[src/rtl/ffload.sv]
module ffload #(
  parameter int LANES = 8,
  parameter int DW    = 64,
  parameter int AW    = 48
) (
  input  logic                  clk,
  input  logic                  rst_n,
  input  logic                  ld_go,
  input  logic [AW-1:0]         ld_base,
  input  logic [AW-1:0]         ld_index,
  input  logic [LANES-1:0]      ld_pred,
  output logic                  mem_req,
  output logic [AW-1:0]         mem_addr,
  input  logic                  rsp_valid,
  input  logic [DW-1:0]         rsp_data,
  input  logic                  rsp_fault,
  input  logic                  ffr_set,
  input  logic [LANES-1:0]      rd_pred,
  output logic [LANES-1:0]      rd_mask,
  output logic [LANES*DW-1:0]   vec_out,
  output logic [LANES-1:0]      ffr_out,
  output logic                  trap,
  output logic                  done
);
  localparam int LW = $clog2(LANES);

  typedef enum logic [1:0] {S_IDLE, S_SCAN, S_WAIT} st_t;

  st_t                st;
  logic [LW:0]        lane;
  logic [AW-1:0]      base_q, idx_q;
  logic [LANES-1:0]   pred_q;
  logic               seen_q;
  logic [LANES*DW-1:0] work;
  logic [LANES-1:0]   below;

  wire lane_end = (lane == (LW+1)'(LANES));
  wire cur_act  = !lane_end && pred_q[lane[LW-1:0]];

  assign mem_req  = (st == S_SCAN) && cur_act;
  assign mem_addr = base_q + ((idx_q + AW'(lane)) << 3);
  assign rd_mask  = ffr_out & rd_pred;

  always_comb
    for (int i = 0; i < LANES; i++) below[i] = (i < int'(lane));

  always_ff @(posedge clk) begin
    if (!rst_n) begin
      st      <= S_IDLE;
      lane    <= '0;
      base_q  <= '0;
      idx_q   <= '0;
      pred_q  <= '0;
      seen_q  <= 1'b0;
      work    <= '0;
      vec_out <= '0;
      ffr_out <= '1;
      trap    <= 1'b0;
      done    <= 1'b0;
    end else begin
      done <= 1'b0;
      trap <= 1'b0;
      case (st)
        S_IDLE: begin
          if (ffr_set) ffr_out <= '1;
          if (ld_go) begin
            base_q <= ld_base;
            idx_q  <= ld_index;
            pred_q <= ld_pred;
            lane   <= '0;
            seen_q <= 1'b0;
            work   <= '0;
            st     <= S_SCAN;
          end
        end
        S_SCAN: begin
          if (lane_end) begin
            vec_out <= work;
            done    <= 1'b1;
            st      <= S_IDLE;
          end else if (cur_act) begin
            st <= S_WAIT;
          end else begin
            lane <= lane + 1'b1;
          end
        end
        S_WAIT: begin
          if (rsp_valid) begin
            if (rsp_fault) begin
              done <= 1'b1;
              st   <= S_IDLE;
              if (!seen_q) begin
                trap <= 1'b1;
              end else begin
                ffr_out <= ffr_out & below;
                vec_out <= work;
              end
            end else begin
              work[lane[LW-1:0]*DW +: DW] <= rsp_data;
              seen_q <= 1'b1;
              lane   <= lane + 1'b1;
              st     <= S_SCAN;
            end
          end
        end
        default: st <= S_IDLE;
      endcase
    end
  end

  a_r5_trap_with_done: assert property (@(posedge clk) disable iff (!rst_n)
    trap |-> done);
  a_r5_trap_keeps_state: assert property (@(posedge clk) disable iff (!rst_n)
    trap |-> ($stable(ffr_out) && $stable(vec_out)));
  a_r6_load_only_clears: assert property (@(posedge clk) disable iff (!rst_n)
    (done && !trap) |-> ((ffr_out & ~$past(ffr_out)) == '0));
  a_r10_single_request: assert property (@(posedge clk) disable iff (!rst_n)
    mem_req |=> !mem_req);
  a_r9_read_subset: assert property (@(posedge clk) disable iff (!rst_n)
    ((rd_mask & ~ffr_out) == '0) && ((rd_mask & ~rd_pred) == '0));
  a_r7_quiet_at_done: assert property (@(posedge clk) disable iff (!rst_n)
    done |-> !mem_req);
endmodule

[config.mk]
export PLATFORM = sky130hd
export DESIGN_NAME = ffload
export DESIGN_NICKNAME = d
export VERILOG_FILES = /design/src/rtl/ffload.sv
export SDC_FILE = /design/constraint.sdc
export NUM_CORES = 2
export LEC_CHECK = 0
export ABC_CLOCK_PERIOD_IN_PS = 6500
export BUFFER_PORTS_ARGS = -buffer_cell sky130_fd_sc_hd__buf_2
export CORE_ASPECT_RATIO = 0.75
export CORE_UTILIZATION = 40
export DETAILED_ROUTE_END_ITERATION = 10
export PLACE_DENSITY = 0.6
export SYNTH_ARGS = -nofsm -noshare
export SYNTH_HDL_FRONTEND = slang
export SYNTH_SLANG_ARGS = --single-unit
[constraint.sdc]
create_clock -name clk -period 6.5 [get_ports clk]
set_input_delay 0.325 -clock clk [delete_from_list [all_inputs] [get_ports clk]]
set_output_delay 0.325 -clock clk [all_outputs]
set_load 0.02 [all_outputs]
# == After elaboration in Yosys (flattened, before gate mapping) ==
# Cells that the tools add are included.
# classes
n_addsub,4
n_lt_le_gt_ge,9
eq_ne,13
shift,2
n_mux,38
bitwise,2
n_reduce_logical,14
# op_table
operator,count
2-to-1 mux 512 bit,7
case mux 512 bit (2 select lines),2
bitwise mux 512 bit,1
variable shift 64 x 34 -> 512 bit (first input constant),1
variable part select 64 x 34 -> 512 bit,1
adder 48 bit,1
adder 45 x 4 -> 45 bit,1
negation 9 -> 34 bit,1
2-to-1 mux 8 bit,4
2-to-1 mux 4 bit,5
!= test 2 bit (second input constant),9
bitwise AND 8 bit,2
< comparator 3 x 4 -> 1 bit (first input constant),4
case mux 8 bit (2 select lines),1
case mux 4 bit (3 select lines),1
AND reduction 5 bit,2
2-to-1 mux 1 bit,9
< comparator 1 x 4 -> 1 bit (first input constant),2
< comparator 2 x 4 -> 1 bit (first input constant),2
2-to-1 mux 2 bit,4
AND reduction 4 bit,2
case mux 2 bit (3 select lines),1
AND reduction 6 bit,1
adder 4 x 1 -> 4 bit (second input constant),1
other kinds (14),17
# word_totals
register_bits,1142
input_bits,182
output_inout_bits,579
word_cells,93

# == Depth between registers and ports, before layout ==
# depth
depth_word,6
mapped_depth,20
depth_no_buf,19

# == Worst setup path after synthesis ==
# No wires, ideal clock.
# synth_timing
path_kind,reg2out
from,register lane[1]
to,output port mem_addr[44]
arrival_ns,4.367
t_required_ns,6.175
slack_ns,1.808
path_stages_with_launch,19
path_buffers,2
path_cell_list,dfxtp_1 clkbuf_1 inv_1 fa_1 inv_1 a21oi_1 o21bai_1 nand3_1 xnor2_1 ha_1 clkbuf_1 nand3_1 nor4b_1 nand4_1 o2111ai_1 nand3b_1 a31oi_1 nor4_1 a311oi_1
# synth_via
elab_chain_len,2
# synth_rtl
element,line_no,text
start: declaration,30,logic [LW:0] lane;
start signal: assignment,84,lane <= lane + 1'b1;
start signal: assignment,101,lane <= lane + 1'b1;
adder 45 x 4 -> 45 bit,41,assign mem_addr = base_q + ((idx_q + AW'(lane)) << 3);
adder 48 bit,41,
end: declaration,13,"output logic [AW-1:0] mem_addr,"
# No other way between the ends.

# == Final worst setup path ==
# layout_timing
from,register lane[0]
to,output port mem_addr[45]
# The elaborated chain is that of the path after synthesis.

==> impl_metrics.csv <==
group,metric,value,unit
route,antenna_left,0,
clocking,cts_buffers,112,
critical_path,crit_path_end_kind,"output port",
timing,hold_viol,0,
global_route,grt_pass1_vias,35100,
timing,worst_slack,0.460,ns
floorplan,start_util,0.406,
timing,layout_min_cycle_time,6.04,ns
floorplan,rows,106,
synth,syn_inst,5079,
layout,drive_above_1_share,0.185,
route,vias_per_cell,5.19,
synth,yosys.area.top_type,"dfxtp_1",
global_route,grtUsageTotal,0.251,
timing,fin_setup_tns,0,ns
critical_path,slowest_delay,0.65,ns
critical_path,path_buf_inv,4,
synth,ys_warn_count,0,
synth,synth.distinct_cells,71,
synth,synthFlopType,"dfxtp_1",
synth,ys_seq_area_frac,0.502,
clocking,clkTransAtPathRegs,0.06,ns
timing,period_share,0.929,
clocking,cts_sinks,1142,
clocking,clock-root-buffer,"clkbuf_16",
placement,portBuffers,757,
placement,place.gp.congestion,0.886,
floorplan,die_area,115000,µm²
synth,async_reset_ff_frac,0,
clocking,clock_latency,0.74,ns
clocking,cts_tree,"built",
critical_path,cp_top_family,"compound AO/OA/AOI/OAI gates",
timing,slew_headroom,0.131,
route,drtPass1Iterations,7,
synth,synth_area_per_cell,8.96,µm²
layout,area.growth.synth_to_final,20.0,%
layout,nets,5892,
flow_run,maxCapViolations,0,
synth,synth_edf_count,0,
floorplan,core-area,112000,µm²
critical_path,start_kind,"register",
timing,drv_slew,0,
clocking,htree_num_levels,3,
floorplan,fp.dieH,294,µm
layout,design_area,54600,µm²
placement,dpl.hpwl,94300,µm
synth,synth_area,45500,µm²
placement,post-place-ws,1.14,ns
global_route,antenna_found_initial,2,
route,vias,37700,
synth,synth_top_cells_by_count,"nand2_1, dfxtp_1, a21boi_0, nor2b_1, a22oi_1",
timing,setup_viol,0,
timing,final.setup_skew,0.0487,ns
global_route,grt_pass1_wl,223000,µm
route,drc,0,
synth,synth_most_common_cell,"nand2_1",
synth,netlist.area_leader.share,0.502,
status,status,"finished, final reports clean",
route,totalWireLength,151000,µm
power_and_ir_drop,power_density,293,nW/µm²
floorplan,die_w,391,µm
global_route,grt_overflow,0,
critical_path,crit_required,6.17,ns
route,drt_iter0_drc,2628,
critical_path,crit_chain,"ha_1 > inv_1 > fa_1 > inv_1 > a21oi_1 > o21bai_1 > buf_4 > and3_1 > xor2_1 > ha_1 > o21a_1 > o211ai_1 > o22ai_1 > o41ai_1 > a211oi_1 > a41oi_1 > nor2_1 > a311oi_1 > buf_2",
timing,worst_slew_pin_slew,1.30,ns
timing,rsz0062_at_grt,"false",
placement,placed_area,49800,µm²
floorplan,ios,761,
timing,fmax,166,MHz
critical_path,cp.arrival,5.72,ns
power_and_ir_drop,vdd_drop_max,0.000214,V
clocking,cts_buffer_depth,3,
global_route,grt_max_degree,231,
critical_path,worstSetupPathType,"reg2out",
synth,ys_top_cells_by_area,"dfxtp_1, nand2_1, a21boi_0",
route,routedWlPerCell,20.9,µm
power_and_ir_drop,p_leak,20.4,nW
worst_hold_path,hp-class,"in2reg",
critical_path,slowest_stage,"o41ai_1",
critical_path,worstPathMaxFanout,8,
synth,synthesis.nets,5324,
synth,ys_ff_latch,1142,
-- path summary, 6_finish.rpt --
path / depth (start not counted) / to / slack [ns] / start
min reg2reg: 2 / vec_out[388] / 0.46 / work[388]
max: 19 / mem_addr[45] / 0.46 / lane[0]
min: 3 / work[169] / 0.05 / rsp_data[41]
max reg2reg: 9 / work[280] / 2.38 / lane[0]
-- cell type report --
cell class | instances | area, µm²
inverter | 42 | 158
tap | 1512 | 1890
fill | 10800 | 57400
multi-input combinational | 3454 | 20700
timing repair buffer | 895 | 5200
clock inverter | 33 | 435
clock buffer | 167 | 3340
sequential | 1142 | 22900
antenna | 3 | 7.51
-- worst min-delay path: cells and delay by family --
family | cells | cell delay, ns
buffers and inverters | 1 | 0.20
AO/OA/AOI/OAI | 1 | 0.10
AND/OR/NAND/NOR | 1 | 0.10
-- placed cells by master, fill, tap and decap left out, types with 12 or more instances in the layout --
master         synthesis  routed
a21boi_0             619     619
a21o_1                20      20
a21oi_1               68      68
a22oi_1              460     460
a22oi_2               50      50
and2_1                14      12
buf_2                 17     756
buf_4                  8      26
clkbuf_1             336      22
clkbuf_16              0     112
clkbuf_8               0      33
clkinv_2               0      14
dfxtp_1             1142    1142
dlygate4sd3_1          0     103
ha_1                  61      61
inv_1                 41      41
nand2_1             1292    1282
nand3_1               37      37
nand4_1               13      13
nor2_1                45      44
nor2b_1              519     519
o21ai_0               43      43
xnor2_1               50      50
xor2_1                29      29
-- cell families after synthesis --
| kind of cell | share of synthesized area |
|---|---|
| fa+ha+maj | 0.0177 |
| compound gates | 0.218 |
| xor+xnor | 0.0152 |
| simple gates | 0.201 |
| flops | 0.502 |
| buf+inv | 0.0444 |
| mux | 0.00146 |
-- sequential cells by signal, summed over array words and instances, names as in the netlist --
register and count:
base_q 48, done 1, ffr_out 8, idx_q 45
lane 4, pred_q 8, seen_q 1, st 2
trap 1, vec_out 512, work 512
-- through the flow --
| stage | power [mW] | utilization | hold slack, ns | instances |
|---|---|---|---|---|
| floorplan | 8.62 | - | 0.440 | 5079 |
| detailed placement | 9.44 | 0.444 | 0.455 | 6942 |
| global route | 16.6 | 0.487 | 0.0232 | 7247 |
| finish | 16.0 | 0.487 | 0.0455 | 7248 |
| global placement | 9.43 | 0.444 | 0.449 | 6942 |
| CTS | 16.1 | 0.487 | 0.00178 | 7245 |
-- power by group --
part | total [mW] | switching [mW] | internal, mW
registers | 7.14 | 0.0725 | 7.07
clock network | 6.65 | 2.89 | 3.76
logic | 2.19 | 1.70 | 0.485
total | 16.0 | 4.66 | 11.3
-- layer usage --
layer | vias to the layer above | track usage | part of all wire
met5 | - | 0 | 0
met4 | 0 | 0.0868 | 0.036
met3 | 226 | 0.0588 | 0.064
met2 | 998 | 0.391 | 0.44
met1 | 18200 | 0.339 | 0.46
li1 | 18200 | - | -
-- what timing repair did --
action / in CTS / in global routing
endpoints found under the hold margin: 105 / 0
setup buffers: 0 / 0
hold buffers: 103 / 0
gates resized for setup: 0 / 1
endpoints found under the setup margin: 0 / 1
Note: power is estimated with default switching activity, not from simulation.
